### src/rtl/rtcc_pkg.sv
// Shared constants and BCD helper functions for the time/calendar counter.
// Assumes all stored fields hold valid packed BCD.
package rtcc_pkg;

    // Register addresses
    localparam int FA_SEC   = 0;
    localparam int FA_MIN   = 1;
    localparam int FA_HOUR  = 2;
    localparam int FA_DATE  = 3;
    localparam int FA_MONTH = 4;
    localparam int FA_YEAR  = 5;
    localparam int FA_DOW   = 6;
    localparam int FA_CENT  = 7;
    localparam int FA_STAT  = 8;

    // Writable-bit masks per field
    localparam logic [7:0] MSK_SEC   = 8'h7F;
    localparam logic [7:0] MSK_MIN   = 8'h7F;
    localparam logic [7:0] MSK_HOUR  = 8'hBF;
    localparam logic [7:0] MSK_DATE  = 8'h3F;
    localparam logic [7:0] MSK_MONTH = 8'h1F;
    localparam logic [7:0] MSK_DOW   = 8'h07;

    typedef struct packed {
        logic [7:0] sec;
        logic [7:0] min;
        logic [7:0] hour;
        logic [7:0] date;
        logic [7:0] month;
        logic [7:0] year;
        logic [7:0] dow;
        logic [7:0] cent;
    } rtcc_time_t;

    // Next packed-BCD value, units 9 carries into tens
    function automatic logic [7:0] bcd_inc(input logic [7:0] v);
        if (v[3:0] == 4'd9)
            return {v[7:4] + 4'd1, 4'd0};
        return {v[7:4], v[3:0] + 4'd1};
    endfunction

    // Two-digit BCD year divisible by four
    function automatic logic bcd_leap(input logic [7:0] y);
        if (!y[4])
            return (y[3:0] == 4'd0) || (y[3:0] == 4'd4) || (y[3:0] == 4'd8);
        return (y[3:0] == 4'd2) || (y[3:0] == 4'd6);
    endfunction

    // Last date of a BCD month in a BCD year
    function automatic logic [7:0] bcd_month_last(input logic [7:0] m, input logic [7:0] y);
        case (m)
            8'h02:                      return bcd_leap(y) ? 8'h29 : 8'h28;
            8'h04, 8'h06, 8'h09, 8'h11: return 8'h30;
            default:                    return 8'h31;
        endcase
    endfunction

endpackage

### src/rtl/rtcc_prescaler.sv
// Tick prescaler: emits a one-second step when the last tick of a group
// arrives. A clear restarts the group and suppresses the step that cycle.
// Assumes tick_i pulses are one clock wide.
module rtcc_prescaler #(
    parameter int TICKS_PER_SEC = 4
) (
    input  logic clk,
    input  logic rst_n,
    input  logic tick_i,
    input  logic clr_i,
    output logic step_o
);

    generate
        if (TICKS_PER_SEC <= 1) begin : g_direct
            // Every tick is a full second
            assign step_o = tick_i && !clr_i;
        end else begin : g_count
            localparam int CNT_W = $clog2(TICKS_PER_SEC);
            localparam logic [CNT_W-1:0] LAST = CNT_W'(TICKS_PER_SEC - 1);

            logic [CNT_W-1:0] cnt_q;

            assign step_o = tick_i && !clr_i && (cnt_q == LAST);

            // Count tick pulses within the current second
            always_ff @(posedge clk) begin
                if (!rst_n || clr_i)
                    cnt_q <= '0;
                else if (tick_i)
                    cnt_q <= (cnt_q == LAST) ? '0 : cnt_q + 1'b1;
            end

            a_r10_clear_restarts: assert property (@(posedge clk) disable iff (!rst_n)
                clr_i |=> (cnt_q == '0));
            a_r2_step_restarts: assert property (@(posedge clk) disable iff (!rst_n)
                step_o |=> (cnt_q == '0));
        end
    endgenerate

endmodule

### src/rtl/rtcc_status.sv
// Status byte: two-step write guard plus sticky oscillator-fault and
// power-up flags. Assumes time_acc_i marks an accepted time-field write.
module rtcc_status (
    input  logic       clk,
    input  logic       rst_n,
    input  logic       st_wr_i,
    input  logic [7:0] wdata_i,
    input  logic       time_acc_i,
    input  logic       osc_fail_i,
    output logic       unlock_o,
    output logic [7:0] status_o
);

    logic wel_q, rwel_q, oscf_q, pwrf_q;

    // Guard bits: enable always writable, register-enable only once enabled
    always_ff @(posedge clk) begin
        if (!rst_n) begin
            wel_q  <= 1'b0;
            rwel_q <= 1'b0;
        end else if (st_wr_i) begin
            wel_q <= wdata_i[1];
            if (wel_q)
                rwel_q <= wdata_i[2];
        end
    end

    // Sticky flags: set by fault or reset, cleared by an accepted time write
    always_ff @(posedge clk) begin
        if (!rst_n) begin
            oscf_q <= 1'b0;
            pwrf_q <= 1'b1;
        end else begin
            if (osc_fail_i)
                oscf_q <= 1'b1;
            else if (time_acc_i)
                oscf_q <= 1'b0;
            if (time_acc_i)
                pwrf_q <= 1'b0;
        end
    end

    assign unlock_o = wel_q && rwel_q;
    assign status_o = {3'b000, oscf_q, 1'b0, rwel_q, wel_q, pwrf_q};

    a_r9_rwel_guard: assert property (@(posedge clk) disable iff (!rst_n)
        (st_wr_i && !status_o[1]) |=> (status_o[2] == $past(status_o[2])));
    a_r12_flags_cleared: assert property (@(posedge clk) disable iff (!rst_n)
        (time_acc_i && !osc_fail_i) |=> (status_o[0] == 1'b0 && status_o[4] == 1'b0));

endmodule

### src/rtl/rtcc_calendar.sv
// Calendar counter: holds all BCD time fields, applies accepted host
// writes and otherwise advances one second per step with the full carry
// chain. Assumes written values are valid BCD within each field's range.
module rtcc_calendar
    import rtcc_pkg::*;
#(
    parameter int ADDR_W = 4
) (
    input  logic              clk,
    input  logic              rst_n,
    input  logic              step_i,
    input  logic              wr_i,
    input  logic [ADDR_W-1:0] addr_i,
    input  logic [7:0]        wdata_i,
    output rtcc_time_t        time_o
);

    rtcc_time_t t_q;
    logic c_min, c_hour, c_day, c_mon, c_year, c_cent;

    // Carry chain across fields at their range limits
    always_comb begin
        c_min  = (t_q.sec == 8'h59);
        c_hour = c_min  && (t_q.min == 8'h59);
        c_day  = c_hour && (t_q.hour[5:0] == 6'h23);
        c_mon  = c_day  && (t_q.date == bcd_month_last(t_q.month, t_q.year));
        c_year = c_mon  && (t_q.month == 8'h12);
        c_cent = c_year && (t_q.year == 8'h99);
    end

    // Field registers: host write wins, else advance on step
    always_ff @(posedge clk) begin
        if (!rst_n) begin
            t_q <= '{sec: 8'h00, min: 8'h00, hour: 8'h00, date: 8'h01,
                     month: 8'h01, year: 8'h00, dow: 8'h00, cent: 8'h20};
        end else if (wr_i) begin
            case (addr_i)
                ADDR_W'(FA_SEC):   t_q.sec   <= wdata_i & MSK_SEC;
                ADDR_W'(FA_MIN):   t_q.min   <= wdata_i & MSK_MIN;
                ADDR_W'(FA_HOUR):  t_q.hour  <= wdata_i & MSK_HOUR;
                ADDR_W'(FA_DATE):  t_q.date  <= wdata_i & MSK_DATE;
                ADDR_W'(FA_MONTH): t_q.month <= wdata_i & MSK_MONTH;
                ADDR_W'(FA_YEAR):  t_q.year  <= wdata_i;
                ADDR_W'(FA_DOW):
                    if ((wdata_i & MSK_DOW) != 8'h07)
                        t_q.dow <= wdata_i & MSK_DOW;
                ADDR_W'(FA_CENT):
                    if (wdata_i == 8'h19 || wdata_i == 8'h20)
                        t_q.cent <= wdata_i;
                default: ;
            endcase
        end else if (step_i) begin
            t_q.sec <= c_min ? 8'h00 : bcd_inc(t_q.sec);
            if (c_min)
                t_q.min <= (t_q.min == 8'h59) ? 8'h00 : bcd_inc(t_q.min);
            if (c_hour)
                t_q.hour <= c_day ? {t_q.hour[7], 7'h00}
                                  : {t_q.hour[7], 1'b0, bcd_inc({2'b00, t_q.hour[5:0]})[5:0]};
            if (c_day) begin
                t_q.date <= c_mon ? 8'h01 : bcd_inc(t_q.date);
                t_q.dow  <= (t_q.dow == 8'h06) ? 8'h00 : t_q.dow + 8'h01;
            end
            if (c_mon)
                t_q.month <= c_year ? 8'h01 : bcd_inc(t_q.month);
            if (c_year)
                t_q.year <= c_cent ? 8'h00 : bcd_inc(t_q.year);
            if (c_cent && t_q.cent == 8'h19)
                t_q.cent <= 8'h20;
        end
    end

    assign time_o = t_q;

    a_r3_sec_wrap: assert property (@(posedge clk) disable iff (!rst_n)
        (step_i && !wr_i && t_q.sec == 8'h59) |=>
            (t_q.sec == 8'h00 && t_q.min != $past(t_q.min)));
    a_r3_hour_mode_kept: assert property (@(posedge clk) disable iff (!rst_n)
        (step_i && !wr_i) |=> (t_q.hour[7] == $past(t_q.hour[7])));
    a_r6_century_advance: assert property (@(posedge clk) disable iff (!rst_n)
        (step_i && !wr_i && t_q.year == 8'h99 && t_q.cent == 8'h19 && t_q.month == 8'h12
         && t_q.date == 8'h31 && t_q.hour[5:0] == 6'h23 && t_q.min == 8'h59 && t_q.sec == 8'h59)
            |=> (t_q.cent == 8'h20 && t_q.year == 8'h00));
    a_r7_dow_range: assert property (@(posedge clk) disable iff (!rst_n)
        t_q.dow <= 8'h06);

endmodule

### src/rtl/rtcc_clock.sv
// Top of the BCD time/calendar counter: decodes the host port, gates time
// writes with the status guard, and muxes the read data. Assumes tick_i is
// a one-clock pulse and that the host writes valid BCD values.
module rtcc_clock
    import rtcc_pkg::*;
#(
    parameter int TICKS_PER_SEC = 4,
    parameter int ADDR_W        = 4
) (
    input  logic              clk,
    input  logic              rst_n,
    input  logic              tick_i,
    input  logic              osc_fail_i,
    input  logic              wr_en_i,
    input  logic [ADDR_W-1:0] addr_i,
    input  logic [7:0]        wdata_i,
    output logic [7:0]        rdata_o
);

    logic       wr_time, time_acc, sec_clr, st_wr, step, unlock;
    logic [7:0] status;
    rtcc_time_t tm;

    // Host write decode and guard
    assign wr_time  = wr_en_i && (addr_i <= ADDR_W'(FA_CENT));
    assign time_acc = wr_time && unlock;
    assign sec_clr  = time_acc && (addr_i == ADDR_W'(FA_SEC));
    assign st_wr    = wr_en_i && (addr_i == ADDR_W'(FA_STAT));

    rtcc_prescaler #(.TICKS_PER_SEC(TICKS_PER_SEC)) presc_i (
        .clk(clk), .rst_n(rst_n), .tick_i(tick_i), .clr_i(sec_clr), .step_o(step)
    );

    rtcc_status status_i (
        .clk(clk), .rst_n(rst_n), .st_wr_i(st_wr), .wdata_i(wdata_i),
        .time_acc_i(time_acc), .osc_fail_i(osc_fail_i),
        .unlock_o(unlock), .status_o(status)
    );

    rtcc_calendar #(.ADDR_W(ADDR_W)) cal_i (
        .clk(clk), .rst_n(rst_n), .step_i(step), .wr_i(time_acc),
        .addr_i(addr_i), .wdata_i(wdata_i), .time_o(tm)
    );

    // Read mux over the register map
    always_comb begin
        case (addr_i)
            ADDR_W'(FA_SEC):   rdata_o = tm.sec;
            ADDR_W'(FA_MIN):   rdata_o = tm.min;
            ADDR_W'(FA_HOUR):  rdata_o = tm.hour;
            ADDR_W'(FA_DATE):  rdata_o = tm.date;
            ADDR_W'(FA_MONTH): rdata_o = tm.month;
            ADDR_W'(FA_YEAR):  rdata_o = tm.year;
            ADDR_W'(FA_DOW):   rdata_o = tm.dow;
            ADDR_W'(FA_CENT):  rdata_o = tm.cent;
            ADDR_W'(FA_STAT):  rdata_o = status;
            default:           rdata_o = 8'h00;
        endcase
    end

    a_r8_locked_write_ignored: assert property (@(posedge clk) disable iff (!rst_n)
        (wr_time && !unlock && !step) |=> $stable(tm));

endmodule

### config.mk
export PLATFORM = sky130hd
export DESIGN_NAME = rtcc_clock
export DESIGN_NICKNAME = d
export VERILOG_FILES = /design/src/rtl/rtcc_pkg.sv /design/src/rtl/rtcc_prescaler.sv /design/src/rtl/rtcc_status.sv /design/src/rtl/rtcc_calendar.sv /design/src/rtl/rtcc_clock.sv
export SDC_FILE = /design/constraint.sdc
export NUM_CORES = 1
export LEC_CHECK = 0
export ABC_AREA = 1
export BUFFER_PORTS_ARGS = -buffer_cell sky130_fd_sc_hd__buf_4
export CAP_MARGIN = 15
export CORE_ASPECT_RATIO = 1.1
export CORE_MARGIN = 5
export CORE_UTILIZATION = 30
export CTS_CLUSTER_DIAMETER = 80
export DETAILED_ROUTE_END_ITERATION = 10
export PLACE_DENSITY = 0.42
export SETUP_SLACK_MARGIN = 0.1
export SYNTH_ARGS = -nofsm -noshare
export SYNTH_HDL_FRONTEND = slang
export SYNTH_SLANG_ARGS = --single-unit
### constraint.sdc
create_clock -name clk -period 3.2 [get_ports clk]
set_input_delay 0.16 -clock clk [delete_from_list [all_inputs] [get_ports clk]]
set_output_delay 0.16 -clock clk [all_outputs]
set_load 0.05 [all_outputs]
Word level (Yosys, flattened, before mapping)

Cells that the tools add are included.

Register bits: 70
Input bits: 17

Add/sub/neg operators: 14
$lt $le $gt $ge: 1
Eq/ne operators: 45
Mux-type cells: 78
Reductions and logical operators: 53

Operator list:

| kind                  | number |
|---|---|
| $mux W8               | 33 |
| $mux W64              | 2 |
| $pmux W8 S9           | 1 |
| $add A4 B1 Y4 const B | 11 |
| $mux W1               | 37 |
| $eq A4 B4 Y1 const B  | 8 |
| $eq A8 B5 Y1 const B  | 4 |
| $reduce_and A4 Y1     | 7 |
| $eq A4 B3 Y1 const B  | 6 |
| $eq A8 B3 Y1 const B  | 3 |
| $ne A2 B1 Y1 const B  | 10 |
| $mux W6               | 3 |
| $reduce_and A3 Y1     | 6 |
| $reduce_bool A3 Y1    | 6 |
| $eq A8 B7 Y1 const B  | 2 |
| $pmux W8 S2           | 1 |
| $reduce_bool A2 Y1    | 8 |
| $logic_and A1 B1 Y1   | 13 |
| $eq A4 B2 Y1 const B  | 3 |
| $add A8 B1 Y8 const B | 1 |
| $eq A8 B2 Y1 const B  | 1 |
| $eq A8 B4 Y1 const B  | 1 |
| $eq A8 B6 Y1 const B  | 1 |
| $eq A8 B8 Y1          | 1 |
| 13 further kinds      | 22 |

Longest topological paths before layout

Depth in word-level cells: 20
Mapped depth: 17
Mapped depth without buffers: 17

By module

Synthesis repeated with hierarchy kept, for this count alone.

Cell total of the unflattened synthesis: 796
Area total of the unflattened synthesis: 5,063.6 sq um

Modules (own cells, without submodules):

| module         | times used | cells each | area an instance (sq um) | sequential area each (sq um) |
|---|---|---|---|---|
| rtcc_calendar  | 1          | 595        | 3,967.6                  | 1,261.2 |
| rtcc_clock     | 1          | 155        | 774.5                    | 0.0 |
| rtcc_status    | 1          | 31         | 214.0                    | 80.1 |
| rtcc_prescaler | 1          | 15         | 107.6                    | 40.0 |

Worst setup path after synthesis

OpenSTA, ideal clock, no wires.

Path kind: reg-to-reg
From: reg cal_i.t_q (netlist bit cal_i.time_o[56])
To: reg cal_i.t_q (netlist bit cal_i.time_o[28])
Library setup time: 0.115 ns
Arrival: 1.749 ns
Path slack: 1.336 ns
Cell stages (with the launch flop): 13
Period minus slack after synthesis: 1.864 ns
Path through: dfxtp_1 ha_1 nand3_2 nor2_4 nand3_2 nor2_2 nand3b_1 nor2_4 nand2_2 nand2_2 buf_6 nand3_1 and3_1

Cells in the longest elaborated chain, start to end: 9
Elaborated cells between the ends (all ways): 12

Ends and longest elaborated chain:

| element                  | line                | source |
|---|---|---|
| start: declaration       | rtcc_calendar.sv:18 | `rtcc_time_t t_q;` |
| start signal: assignment | rtcc_calendar.sv:34 | `t_q <= '{sec: 8'h00, min: 8'h00, hour: 8'h00, date: 8'h01,` |
| $eq A8 B7 Y1 *           | rtcc_calendar.sv:23 | `c_min = (t_q.sec == 8'h59);` |
| $logic_and A1 B1 Y1 *    | rtcc_calendar.sv:24 | `c_hour = c_min && (t_q.min == 8'h59);` |
| $logic_and A1 B1 Y1 *    | rtcc_calendar.sv:25 | `c_day = c_hour && (t_q.hour[5:0] == 6'h23);` |
| $logic_and A1 B1 Y1 *    | rtcc_calendar.sv:26 | `c_mon = c_day && (t_q.date == bcd_month_last(t_q.month, t_q.year));` |
| $logic_and A1 B1 Y1      | rtcc_calendar.sv:27 | `c_year = c_mon && (t_q.month == 8'h12);` |
| $mux W8                  | rtcc_calendar.sv:64 | `t_q.month <= c_year ? 8'h01 : bcd_inc(t_q.month);` |
| $mux W8                  | rtcc_calendar.sv:63 | `if (c_mon)` |
| $mux W64                 | rtcc_calendar.sv:52 | `end else if (step_i) begin` |
| $mux W64                 | rtcc_calendar.sv:36 | `end else if (wr_i) begin` |

Every way passes the cells marked *; elsewhere a longest branch is shown, timed or not. The select of a mux whose other input is x is not followed.
A chain may end at the register's enable or synchronous reset.

Final worst setup path

From: reg cal_i.t_q (netlist bit cal_i.time_o[48])
To: reg cal_i.t_q (netlist bit cal_i.time_o[31])

Cells in the longest elaborated chain, start to end: 9
Elaborated cells between the ends (all ways): 12

Ends and longest elaborated chain:

| element               | line |
|---|---|
| $eq A8 B7 Y1 *        | rtcc_calendar.sv:24 |
| $logic_and A1 B1 Y1 * | rtcc_calendar.sv:24 |
| $logic_and A1 B1 Y1 * | rtcc_calendar.sv:25 |
| $logic_and A1 B1 Y1 * | rtcc_calendar.sv:26 |
| $logic_and A1 B1 Y1   | rtcc_calendar.sv:27 |
| $mux W8               | rtcc_calendar.sv:64 |
| $mux W8               | rtcc_calendar.sv:63 |
| $mux W64              | rtcc_calendar.sv:52 |
| $mux W64              | rtcc_calendar.sv:36 |

Marks and branches as above.

==> results by group <==
Logic synthesis
  – Share of the synthesized area in the top cell type: between 30% and 40%
  – Number of synthesized flops with an enable pin: 0
  – Async set-reset flop share out of synthesis: 0%
  – Yosys warning total: 0
  – Net Count, Synth: 706
  – Avg Inst Size Synth: roughly 6.7 um^2
  – Top cell type by total area after synthesis: dfxtp_1
  – Yosys cell types: 44
  – Most common cell in the netlist: nand2_1
  – #FFs+latches synth: 69
  – Post-Syn Instances: 669
  – Commonest cells in the netlist: nand2_1, inv_1, nor2_1
  – Ranking of synthesized cells by area: dfxtp_1, nand2_1, inv_1, nor2_1, o21ai_0
  – Top FF cell, synth: dfxtp_1
  – Sequential area share after synthesis: 30.68%
  – Mapped Area: 4502 um^2

Clock network
  – Root buffer selected by CTS: clkbuf_16
  – TritonCTS clock tree: yes
  – Resize count post-CTS: 0
  – H-tree levels: 3
  – CTS clk-pin slew, worst paths: 0.06 ns
  – Num CTS Buffers: 9
  – Hold_buf cts: 0
  – # Post-CTS Setup Buffers: 0
  – CTS Sinks: a little under 70
  – Clock latency on the worst-skew pair: 0.35 ns
  – Max Root-Sink Buffers: 2

Setup path
  – Peak fanout along the critical path: 11
  – WP data arrival: about 2.5 ns
  – Crit end category: register
  – Worst r2r src: cal_i.time_o[48]
  – Critical Path Start: cal_i.time_o[48]
  – Req. time, crit path: 3.41 ns
  – Worst R2R Path Depth: 12
  – Worst setup path class: reg2reg
  – Slowest-stage cell, CP: dfxtp_1
  – Slowest stage delay, CP: 0.41 ns
  – CP Cell Sequence: ha_1 > nand3_1 > nor2_1 > nand3_2 > nor2_2 > nand3b_1 > nor2_4 > nand2_2 > nand2_2 > nand2_1 > nand2_1 > a21oi_1
  – R2r setup slk: roughly 0.93 ns
  – Type of origin of the critical path: register

Pwr
  – Combinational power share: 4.2%
  – Internal Power: ~0.0016 W
  – Net Sw Frac: 22.66%
  – Power share of the clock group: 52.8%
  – Worst VDD drop: 188.9 uV
  – Seq pwr share: 43.0%
  – P_sw: roughly 0.00046 W
  – PD cells: 387.2 nW/um^2
  – Leakage: 2.219 nW

Floorplan
  – Initial Util: 30.26%
  – Horiz. Die Dim: 126.8 um
  – # IOs: 25
  – Die height: 138.5 um
  – Std-Cell Rows: 47
  – Core area: 14880 um^2
  – Die footprint: 17560 um^2

Routing
  – Final WL: 15.62 mm
  – Antenna-violating nets left: 0
  – Initial DRC Count: 320
  – DRC Markers: 0
  – WL/cell: 17.41 um
  – First-pass iteration count of the detailed router: 5
  – Vias: 4621
  – Vias/cell: 5.152

STA
  – Rel. slew slack: 47.87%
  – Final TNS setup: 0 ns
  – Fin crit share: ~71%
  – Worst-Margin Slew: 0.7791 ns
  – Hold Vio Cnt, Final: 0
  – Final Critical Period: 2.268 ns
  – Achievable Freq: 441.0 MHz
  – Hold Slack: about 0.026 ns
  – RSZ-0062 raised after global routing: false
  – Final Skew: 0.01299 ns
  – Final worst-path setup slack: 0.9323 ns
  – Max Transition Viols Final: 0
  – Setup violators final: 0

Cells and area
  – Layout cell share with drive strength beyond 1: 11.27%
  – Layout Cells excl Fill: between 800 and 900
  – Ant diodes: 0
  – P&R area growth vs syn: 15.48%
  – Layout Nets: between 700 and 800
  – Final instance area: 5199 um^2

GRT
  – Vias in the first global route: 4312
  – Initial antenna violation count: 0
  – GRT overflow: 0
  – All-Layer GR Usage: 18.00%
  – First-pass GRT wire length: 24.61 mm
  – Largest net degree at the start of global routing: 52

Placed design
  – Post-Place Cell Area: 4886 um^2
  – # placed instances: 881
  – GP Congestion: 0.8715
  – Setup slack at placement: 0.9352 ns
  – Dpl hpwl: around 12 mm
  – PortBufs: 24

Min path
  – Hold Path Class: in2reg
  – Hold wc startpoint: osc_fail_i
  – Hold depth: 3

Run
  – Max Cap Viol: 0

Outcome
  – Status: finished clean
==> metrics by stage <==
step,power (W),util [%]
after floorplan,0.0009302,-
after global placement,0.0009700,32.84
after detailed placement,0.0009705,32.84
after CTS,0.002043,34.94
after global routing,0.002082,34.94
final,0.002013,34.94
==> routing by layer <==
metal	part of all wire [%]	GRT usage, %
met5	0	0
met4	2.3	5.872
met3	4.9	3.704
met2	45	27.37
met1	47	25.40
==> layout make-up <==
type | count | area [um^2]
inverters | 99 | 371.6
clock inverters | 3 | 42.54
flip-flops and latches | 69 | 1381
repair buffers | 27 | 202.7
fillers | 1624 | 9679
multi-input cells | 490 | 2685
clock buffers | 13 | 270.3
well taps | 196 | 245.2
==> flip-flops by register name, summed over array words and instances (netlist names) <==
signal,cells
cal_i.time_o,63
presc_i.g_count.cnt_q,2
status_i.oscf_q,1
status_i.pwrf_q,1
status_i.rwel_q,1
status_i.wel_q,1
==> power groups by stage <==
stage	Clock (W)	Combinational [W]	Sequential, W
finish	0.00106	0.0000848	0.000866
detailed placement	0	0.0000854	0.000885
floorplan	0	0.0000463	0.000884
global route	0.00112	0.0000944	0.000866
CTS	0.00109	0.0000856	0.000866
global placement	0	0.0000850	0.000885
==> cell usage in the layout (no fill, tap or decap), drive strengths merged <==
cell      synthesis  layout
and3              1       1
clkinvlp          0       1
nor2             88      88
nand4            10      10
a21oi            40      40
inv              99      99
xnor2             3       3
nor3b             3       3
ha               20      20
o2111ai           2       2
clkbuf            4      13
dfxtp            69      69
bufinv            0       1
a31oi            13      13
nor3             14      14
buf               7      27
nand2           124     124
o21ai            62      62
o31ai             1       1
nor4              3       3
o221ai            1       1
nand3            47      47
o211ai           10      10
a221oi           10      10
o221a             1       1
nand3b            2       2
xor2             12      12
clkinv            0       1
a211oi            5       5
or2               1       1
o211a             1       1
o22ai            16      16
==> worst max-delay path, delay by kind of cell (launching register included) <==
| kind | cells | cell delay, ns |
|---|---|---|
| and+or+nand+nor | 10 | 1.44 |
| DFF | 1 | 0.41 |
| adders and majority gates | 1 | 0.21 |
| AOI/OAI and AO/OA | 1 | 0.06 |
==> kinds of logic (layout without fill, tap and decap cells) <==
logic type	count (synthesis)	after routing	synth area share, %
AO/OA/AOI/OAI	162	162	21.48
XOR/XNOR	15	15	2.918
adder cells (fa/ha/maj)	20	20	5.559
buffers and inverters	110	142	9.672
flip-flops	69	69	30.68
AND/OR/NAND/NOR	293	293	29.68
==> final timing paths <==
kind / endpoint
max: cal_i.time_o[31]
min: status_i.oscf_q
max reg2reg: cal_i.time_o[31]
min reg2reg: cal_i.time_o[7]
No activity file was read; power rests on OpenSTA's default activity.
